**config.mk**
```make
export PLATFORM = sky130hd
export DESIGN_NAME = exc_entry_seq
export DESIGN_NICKNAME = d
export VERILOG_FILES = /design/src/rtl/exc_pkg.sv /design/src/rtl/exc_arbiter.sv /design/src/rtl/exc_target.sv /design/src/rtl/exc_entry_seq.sv
export SDC_FILE = /design/constraint.sdc
export NUM_CORES = 1
export LEC_CHECK = 0
export ABC_AREA = 0
export BUFFER_PORTS_ARGS = -buffer_cell sky130_fd_sc_hd__buf_2
export CAP_MARGIN = 20
export CORE_MARGIN = 3
export CORE_UTILIZATION = 36
export DETAILED_ROUTE_END_ITERATION = 10
export HOLD_SLACK_MARGIN = 0.06
export REMOVE_ABC_BUFFERS = 1
export SLEW_MARGIN = 20
export SYNTH_ARGS = -nofsm -noshare
export SYNTH_HDL_FRONTEND = slang
export SYNTH_SLANG_ARGS = --single-unit
```
**constraint.sdc**
```tcl
create_clock -name clk -period 7.9 [get_ports clk]
set_input_delay 0 -clock clk [delete_from_list [all_inputs] [get_ports clk]]
set_output_delay 0 -clock clk [all_outputs]
set_load 0.05 [all_outputs]
```
**src/rtl/exc_pkg.sv**
```systemverilog
package exc_pkg;
    typedef enum logic [1:0] {
        KIND_NONE = 2'd0,
        KIND_EXC  = 2'd1,
        KIND_IRQ  = 2'd2
    } entry_kind_e;

    typedef enum logic {
        ST_RUN   = 1'b0,
        ST_ENTRY = 1'b1
    } seq_state_e;

    localparam int SR_MD_BIT = 30;
    localparam int SR_RB_BIT = 29;
    localparam int SR_BL_BIT = 28;
    localparam int MASK_LO   = 4;
    localparam int MASK_W    = 4;

    localparam logic [11:0] CODE_POWER  = 12'h000;
    localparam logic [11:0] CODE_MRESET = 12'h020;
    localparam logic [11:0] CODE_TLB_RD = 12'h040;
    localparam logic [11:0] CODE_TLB_WR = 12'h060;
    localparam logic [11:0] CODE_TRAP   = 12'h160;
    localparam logic [11:0] CODE_BREAK  = 12'h1E0;

    localparam logic [31:0] RESET_PC  = 32'hA000_0000;
    localparam logic [31:0] OFS_GEN   = 32'h0000_0100;
    localparam logic [31:0] OFS_TLB   = 32'h0000_0400;
    localparam logic [31:0] OFS_IRQ   = 32'h0000_0600;
    localparam logic [31:0] RESET_SR  = 32'h7000_00F0;
endpackage

```
**src/rtl/exc_arbiter.sv**
```systemverilog
module exc_arbiter
    import exc_pkg::*;
#(
    parameter int CODE_W = 12
) (
    input  logic              run,
    input  logic              blocked,
    input  logic              exc_valid,
    input  logic [CODE_W-1:0] exc_code,
    input  logic              irq_req,
    input  logic              icu_hit,
    output entry_kind_e       kind,
    output logic [CODE_W-1:0] eff_code
);
    always_comb begin
        if (blocked && exc_code != CODE_W'(CODE_BREAK))
            eff_code = CODE_W'(CODE_POWER);
        else
            eff_code = exc_code;

        if (!run)
            kind = KIND_NONE;
        else if (exc_valid)
            kind = KIND_EXC;
        else if (irq_req && icu_hit && !blocked)
            kind = KIND_IRQ;
        else
            kind = KIND_NONE;
    end
endmodule

```
**src/rtl/exc_target.sv**
```systemverilog
module exc_target
    import exc_pkg::*;
#(
    parameter int DATA_W = 32,
    parameter int CODE_W = 12,
    parameter int DSF_W  = 2
) (
    input  entry_kind_e       kind,
    input  logic [CODE_W-1:0] eff_code,
    input  logic [DATA_W-1:0] sr,
    input  logic [DATA_W-1:0] pc,
    input  logic [DATA_W-1:0] vbr,
    input  logic [DSF_W-1:0]  dsf,
    output logic [DATA_W-1:0] new_sr,
    output logic [DATA_W-1:0] new_spc,
    output logic [DATA_W-1:0] new_pc,
    output logic [CODE_W-1:0] new_expevt
);
    localparam logic [DATA_W-1:0] ENTRY_BITS =
        (DATA_W'(1) << SR_MD_BIT) | (DATA_W'(1) << SR_RB_BIT) | (DATA_W'(1) << SR_BL_BIT);
    localparam logic [DATA_W-1:0] MASK_ALL = DATA_W'({MASK_W{1'b1}}) << MASK_LO;

    logic is_exc, is_reset, is_tlb, is_trap;
    logic [DATA_W-1:0] ret_base;

    always_comb begin
        is_exc   = (kind == KIND_EXC);
        is_reset = is_exc && (eff_code == CODE_W'(CODE_POWER) || eff_code == CODE_W'(CODE_MRESET));
        is_tlb   = (eff_code == CODE_W'(CODE_TLB_RD)) || (eff_code == CODE_W'(CODE_TLB_WR));
        is_trap  = is_exc && (eff_code == CODE_W'(CODE_TRAP));

        ret_base = (|dsf) ? pc - DATA_W'(2) : pc;
        new_spc  = is_trap ? ret_base + DATA_W'(2) : ret_base;

        new_sr   = sr | ENTRY_BITS | (is_reset ? MASK_ALL : '0);

        if (!is_exc)
            new_pc = vbr + DATA_W'(OFS_IRQ);
        else if (is_reset)
            new_pc = DATA_W'(RESET_PC);
        else if (is_tlb)
            new_pc = vbr + DATA_W'(OFS_TLB);
        else
            new_pc = vbr + DATA_W'(OFS_GEN);

        new_expevt = {1'b0, eff_code[CODE_W-2:0]};
    end
endmodule

```
**src/rtl/exc_entry_seq.sv**
```systemverilog
module exc_entry_seq
    import exc_pkg::*;
#(
    parameter int DATA_W = 32,
    parameter int CODE_W = 12,
    parameter int DSF_W  = 2
) (
    input  logic              clk,
    input  logic              rst,
    input  logic              exc_valid_i,
    input  logic [CODE_W-1:0] exc_code_i,
    input  logic              irq_req_i,
    output logic [MASK_W-1:0] irq_mask_o,
    input  logic              icu_hit_i,
    input  logic [CODE_W-1:0] icu_code_i,
    input  logic [DATA_W-1:0] sr_i,
    input  logic [DATA_W-1:0] pc_i,
    input  logic [DATA_W-1:0] vbr_i,
    input  logic [DATA_W-1:0] r15_i,
    input  logic [DSF_W-1:0]  dsf_i,
    output logic              taken_o,
    output logic [DATA_W-1:0] sr_o,
    output logic [DATA_W-1:0] ssr_o,
    output logic [DATA_W-1:0] spc_o,
    output logic [DATA_W-1:0] sgr_o,
    output logic [CODE_W-1:0] expevt_o,
    output logic [CODE_W-1:0] intevt_o,
    output logic [DATA_W-1:0] pc_o,
    output logic [DSF_W-1:0]  dsf_o
);
    seq_state_e        state_q, state_d;
    entry_kind_e       kind;
    logic [CODE_W-1:0] eff_code;
    logic [DATA_W-1:0] new_sr, new_spc, new_pc;
    logic [CODE_W-1:0] new_expevt;

    assign irq_mask_o = sr_i[MASK_LO +: MASK_W];
    assign taken_o    = (state_q == ST_ENTRY);

    exc_arbiter #(.CODE_W(CODE_W)) u_arb (
        .run       (state_q == ST_RUN),
        .blocked   (sr_i[SR_BL_BIT]),
        .exc_valid (exc_valid_i),
        .exc_code  (exc_code_i),
        .irq_req   (irq_req_i),
        .icu_hit   (icu_hit_i),
        .kind      (kind),
        .eff_code  (eff_code)
    );

    exc_target #(.DATA_W(DATA_W), .CODE_W(CODE_W), .DSF_W(DSF_W)) u_tgt (
        .kind       (kind),
        .eff_code   (eff_code),
        .sr         (sr_i),
        .pc         (pc_i),
        .vbr        (vbr_i),
        .dsf        (dsf_i),
        .new_sr     (new_sr),
        .new_spc    (new_spc),
        .new_pc     (new_pc),
        .new_expevt (new_expevt)
    );

    always_comb begin
        state_d = state_q;
        unique case (state_q)
            ST_RUN:   if (kind != KIND_NONE) state_d = ST_ENTRY;
            ST_ENTRY: state_d = ST_RUN;
        endcase
    end

    always_ff @(posedge clk) begin
        if (rst) state_q <= ST_RUN;
        else     state_q <= state_d;
    end

    always_ff @(posedge clk) begin
        if (rst) begin
            sr_o     <= DATA_W'(RESET_SR);
            ssr_o    <= '0;
            spc_o    <= '0;
            sgr_o    <= '0;
            expevt_o <= '0;
            intevt_o <= '0;
            pc_o     <= DATA_W'(RESET_PC);
            dsf_o    <= '0;
        end else if (kind != KIND_NONE) begin
            sr_o  <= new_sr;
            ssr_o <= sr_i;
            spc_o <= new_spc;
            sgr_o <= r15_i;
            pc_o  <= new_pc;
            dsf_o <= '0;
            if (kind == KIND_EXC) expevt_o <= new_expevt;
            if (kind == KIND_IRQ) intevt_o <= icu_code_i;
        end else begin
            dsf_o <= dsf_i;
        end
    end
endmodule

```
==> metrics.md <==
| Metric | Value |
|---|---|
| Area growth from synthesis to layout | `45.75%` |
| Capturing point of the worst reg2reg path | `spc_o[10]$_SDFFE_PP0P_` |
| Area occupied by multi-input gates | `4730 µm²` |
| Top post-synthesis cells by area | `dfxtp_1 38%, nand2_1 11%, a21oi_1 7.8%, xnor2_1 4.6%, nor2_1 3.4%` |
| Avg WL per Cell | `16.54 µm` |
| Setup crit start kind | `input pin` |
| Critical Path End | `pc_o[27]$_SDFFE_PP0P_` |
| Starting Density | `36.80%` |
| Sequential fraction of the synthesis area | `37.74%` |
| Fin crit period | `3899 ps` |
| R2r startpoint | `taken_o$_SDFF_PP0_` |
| Filler cells | `2,193` |
| Dpl cell area | `10,070 µm²` |
| Share of cells above drive strength 1 | `25.92%` |
| PortBufs | `345` |
| Core footprint | `22,780 µm²` |
| Ant. Diodes | `0` |
| Asr flop ratio synth | `0%` |
| Overall power | `2367 µW` |
| Cell variety after synth | `72` |
| Via count | `9,586` |
| Most common cell after layout, fill and taps aside | `buf_2` |
| Synth Cell Area | `8382 µm²` |
| Maxcap violations | `0` |
| Critical path class | `input pin to register` |
| YS warnings | `0` |
| Clock latency on the worst-skew pair | `430 ps` |
| Die width | `158.6 µm` |
| Worst hold slack | `96.19 ps` |
| Critical path required time | `8260 ps` |
| Fin nets | `1,696` |
| Fmax | `256.5 MHz` |
| Clk root buf | `clkbuf_16` |
| Die ar. | `25,150 µm²` |
| RSZ-0062 raised after global routing | `false` |
| Max incr delay on CP | `810 ps` |
| Slowest stage cell on the critical path | `nor4b_2` |
| Drt initial violations | `719` |
| Top_reg_cell synth | `dfxtp_1` |
| CTS buffer count | `17` |
| Vias in the first global route | `8,678` |
| Static leakage | `0.005285 µW` |
| Syn Area/Cell | `7.558 µm²` |
| Power per cell area | `193.8 nW/µm²` |
| Io pins | `350` |
| Cells on worst reg2reg path | `8` |
| Layout Skew | `14.61 ps` |
| Post-route DRC | `0` |
| Slew headroom | `33.44%` |
| Gr ovfl total | `0` |
| Die height | `158.6 µm` |
| Post-DRT Antenna Nets | `0` |
| Worst-margin pin slew | `990.8 ps` |
| Largest net degree at the start of global routing | `94` |
| CTS H-tree depth | `4` |
| Synth area leader | `dfxtp_1` |
| Crit path max fanout | `8` |
| DPL Wire Length | `21,380 µm` |
| Commonest non-fill, non-tap cells in the layout | `344 x buf_2, 239 x nand2_1, 158 x dfxtp_1` |
| FF-to-FF setup slack | `4670 ps` |
| GRT Total Usage | `22.55%` |
| Max Slew Vio Count | `0` |
| Class of the worst hold path | `input pin to register` |
| Pre-antenna DRT Iters | `5` |
| Clock-pin slew on the worst setup and hold paths | `70 ps` |
| Final wirelength | `30,700 µm` |
| CTS tree | `built` |
| Final setup vio count | `0` |
| Critical-path cell list | `dlygate4sd3_1 -> buf_2 -> or4_1 -> nor2_1 -> nor4b_2 -> mux2i_1 -> nor2_1 -> o21ai_0 -> nand3_1 -> a311oi_1 -> dlygate4sd3_1` |
| Max Root-Sink Buffers | `2` |
| Global-route wire length before repair | `45,320 µm` |
| Final Wtd Congestion | `0.9001` |
| Final Cycle Share | `49.35%` |
| Cells after Synth | `1,109` |
| Post-synthesis register bit count | `158` |
| Share of Yosys cell area claimed by the top area cell type | `37.74%` |
| Worst Path Arrival | `4260 ps` |
| Final instance area | `12,220 µm²` |
| Rows | `55` |
| Status | `finished clean` |
| Vias per inst | `5.165` |
| Antenna violations before repair | `0` |
| Final worst slack | `4001 ps` |
| VDD IR-drop max | `0.1199 mV` |
| Crit path from | `exc_code_i[1]` |
| Register Area | `3163 µm²` |
| CTS Sinks | `158` |
| Worst Setup End Kind | `register` |
| Post-synth EDFFs | `0` |
| Pre-CTS worst setup slack | `4314 ps` |
| Final Hold Vio Count | `0` |
| Setup TNS | `0 ps` |
==> cell type report <==
class,count,share of cell area (%)
Multi-Input combinational cell,846,38.71
Timing Repair Buffer,499,26.83
Clock inverter,14,1.598
Clock buffer,18,3.513
Tap cell,313,3.206
Sequential cell,158,25.89
Inverter,8,0.2458
==> per-stage QoR <==
step	cells	utilization, %
finish	1856	53.63
global route	1856	53.63
CTS	1855	53.51
detailed placement	1674	44.22
global placement	1674	44.18
floorplan	1012	-
==> synthesized netlist by cell type (9+ instances only) <==
library cell	n
nand2_1	240
dfxtp_1	158
a21oi_1	131
nor2_1	75
clkbuf_1	60
xnor2_1	44
buf_4	33
nor3_1	32
nor4_1	31
xor2_1	24
nand3_1	23
o21ai_1	21
o21ai_0	20
nand4_1	17
a22o_1	12
and2_1	11
or4_1	11
or3_1	10
a211oi_1	9
and3_1	9
==> critical path: cells and delay by family <==
family                 cells  cell delay, ps
and+or+nand+nor            5            1790
buffers and inverters      3            1260
muxes                      1             760
AOI/OAI and AO/OA          2             440
==> timing repair <==
action	4_1_cts	5_1_grt
buffers inserted	0	0
hold endpoints to repair	132	0
resized for setup	0	0
hold buffers	149	0
==> routing by layer <==
layer | up-vias | GRT usage [%] | share of wire, %
li1 | 4700 | - | -
met1 | 4449 | 28.88 | 42
met2 | 388 | 38.32 | 48
met3 | 49 | 3.669 | 6.9
met4 | 0 | 8.111 | 2.4
met5 | - | 0 | 0
==> registers in the layout, indices dropped and copies added (netlist names) <==
signal,cells
expevt_o,11
taken_o,1
sgr_o,32
intevt_o,12
pc_o,32
dsf_o,2
spc_o,32
sr_o,4
ssr_o,32
==> power breakdown <==
group | switching [µW] | internal, µW
Combinational | 420 | 187
Clock | 373 | 512
Sequential | 27.5 | 847
==> kinds of logic (layout without fill, tap and decap cells) <==
logic type | count (synthesis) | after routing | share of synthesized area, %
simple gates | 503 | 503 | 28.27
compound gates | 256 | 256 | 18.48
flops | 158 | 158 | 37.74
buf+inv | 107 | 539 | 6.314
xor+xnor | 68 | 68 | 7.106
mux | 8 | 8 | 0.9554
fa+ha+maj | 7 | 7 | 1.045
other cells | 2 | 4 | 0.08960
==> worst min path at each step <==
| stage | slack, ps | startpoint | depth (start not counted) | end |
|---|---|---|---|---|
| after global placement | 210 | vbr_i[6] | 2 | pc_o[6]$_SDFFE_PP0P_ |
| after detailed placement | 220 | vbr_i[0] | 2 | pc_o[0]$_SDFFE_PP0P_ |
| after global routing | 100 | vbr_i[24] | 4 | pc_o[24]$_SDFFE_PP0P_ |
| after floorplan | 0 | sr_i[4] | 0 | irq_mask_o[0] |
| final | 100 | pc_i[26] | 4 | spc_o[26]$_SDFFE_PP0P_ |
| after CTS | 70 | pc_i[26] | 4 | spc_o[26]$_SDFFE_PP0P_ |
No activity file was read; power rests on OpenSTA's default activity.
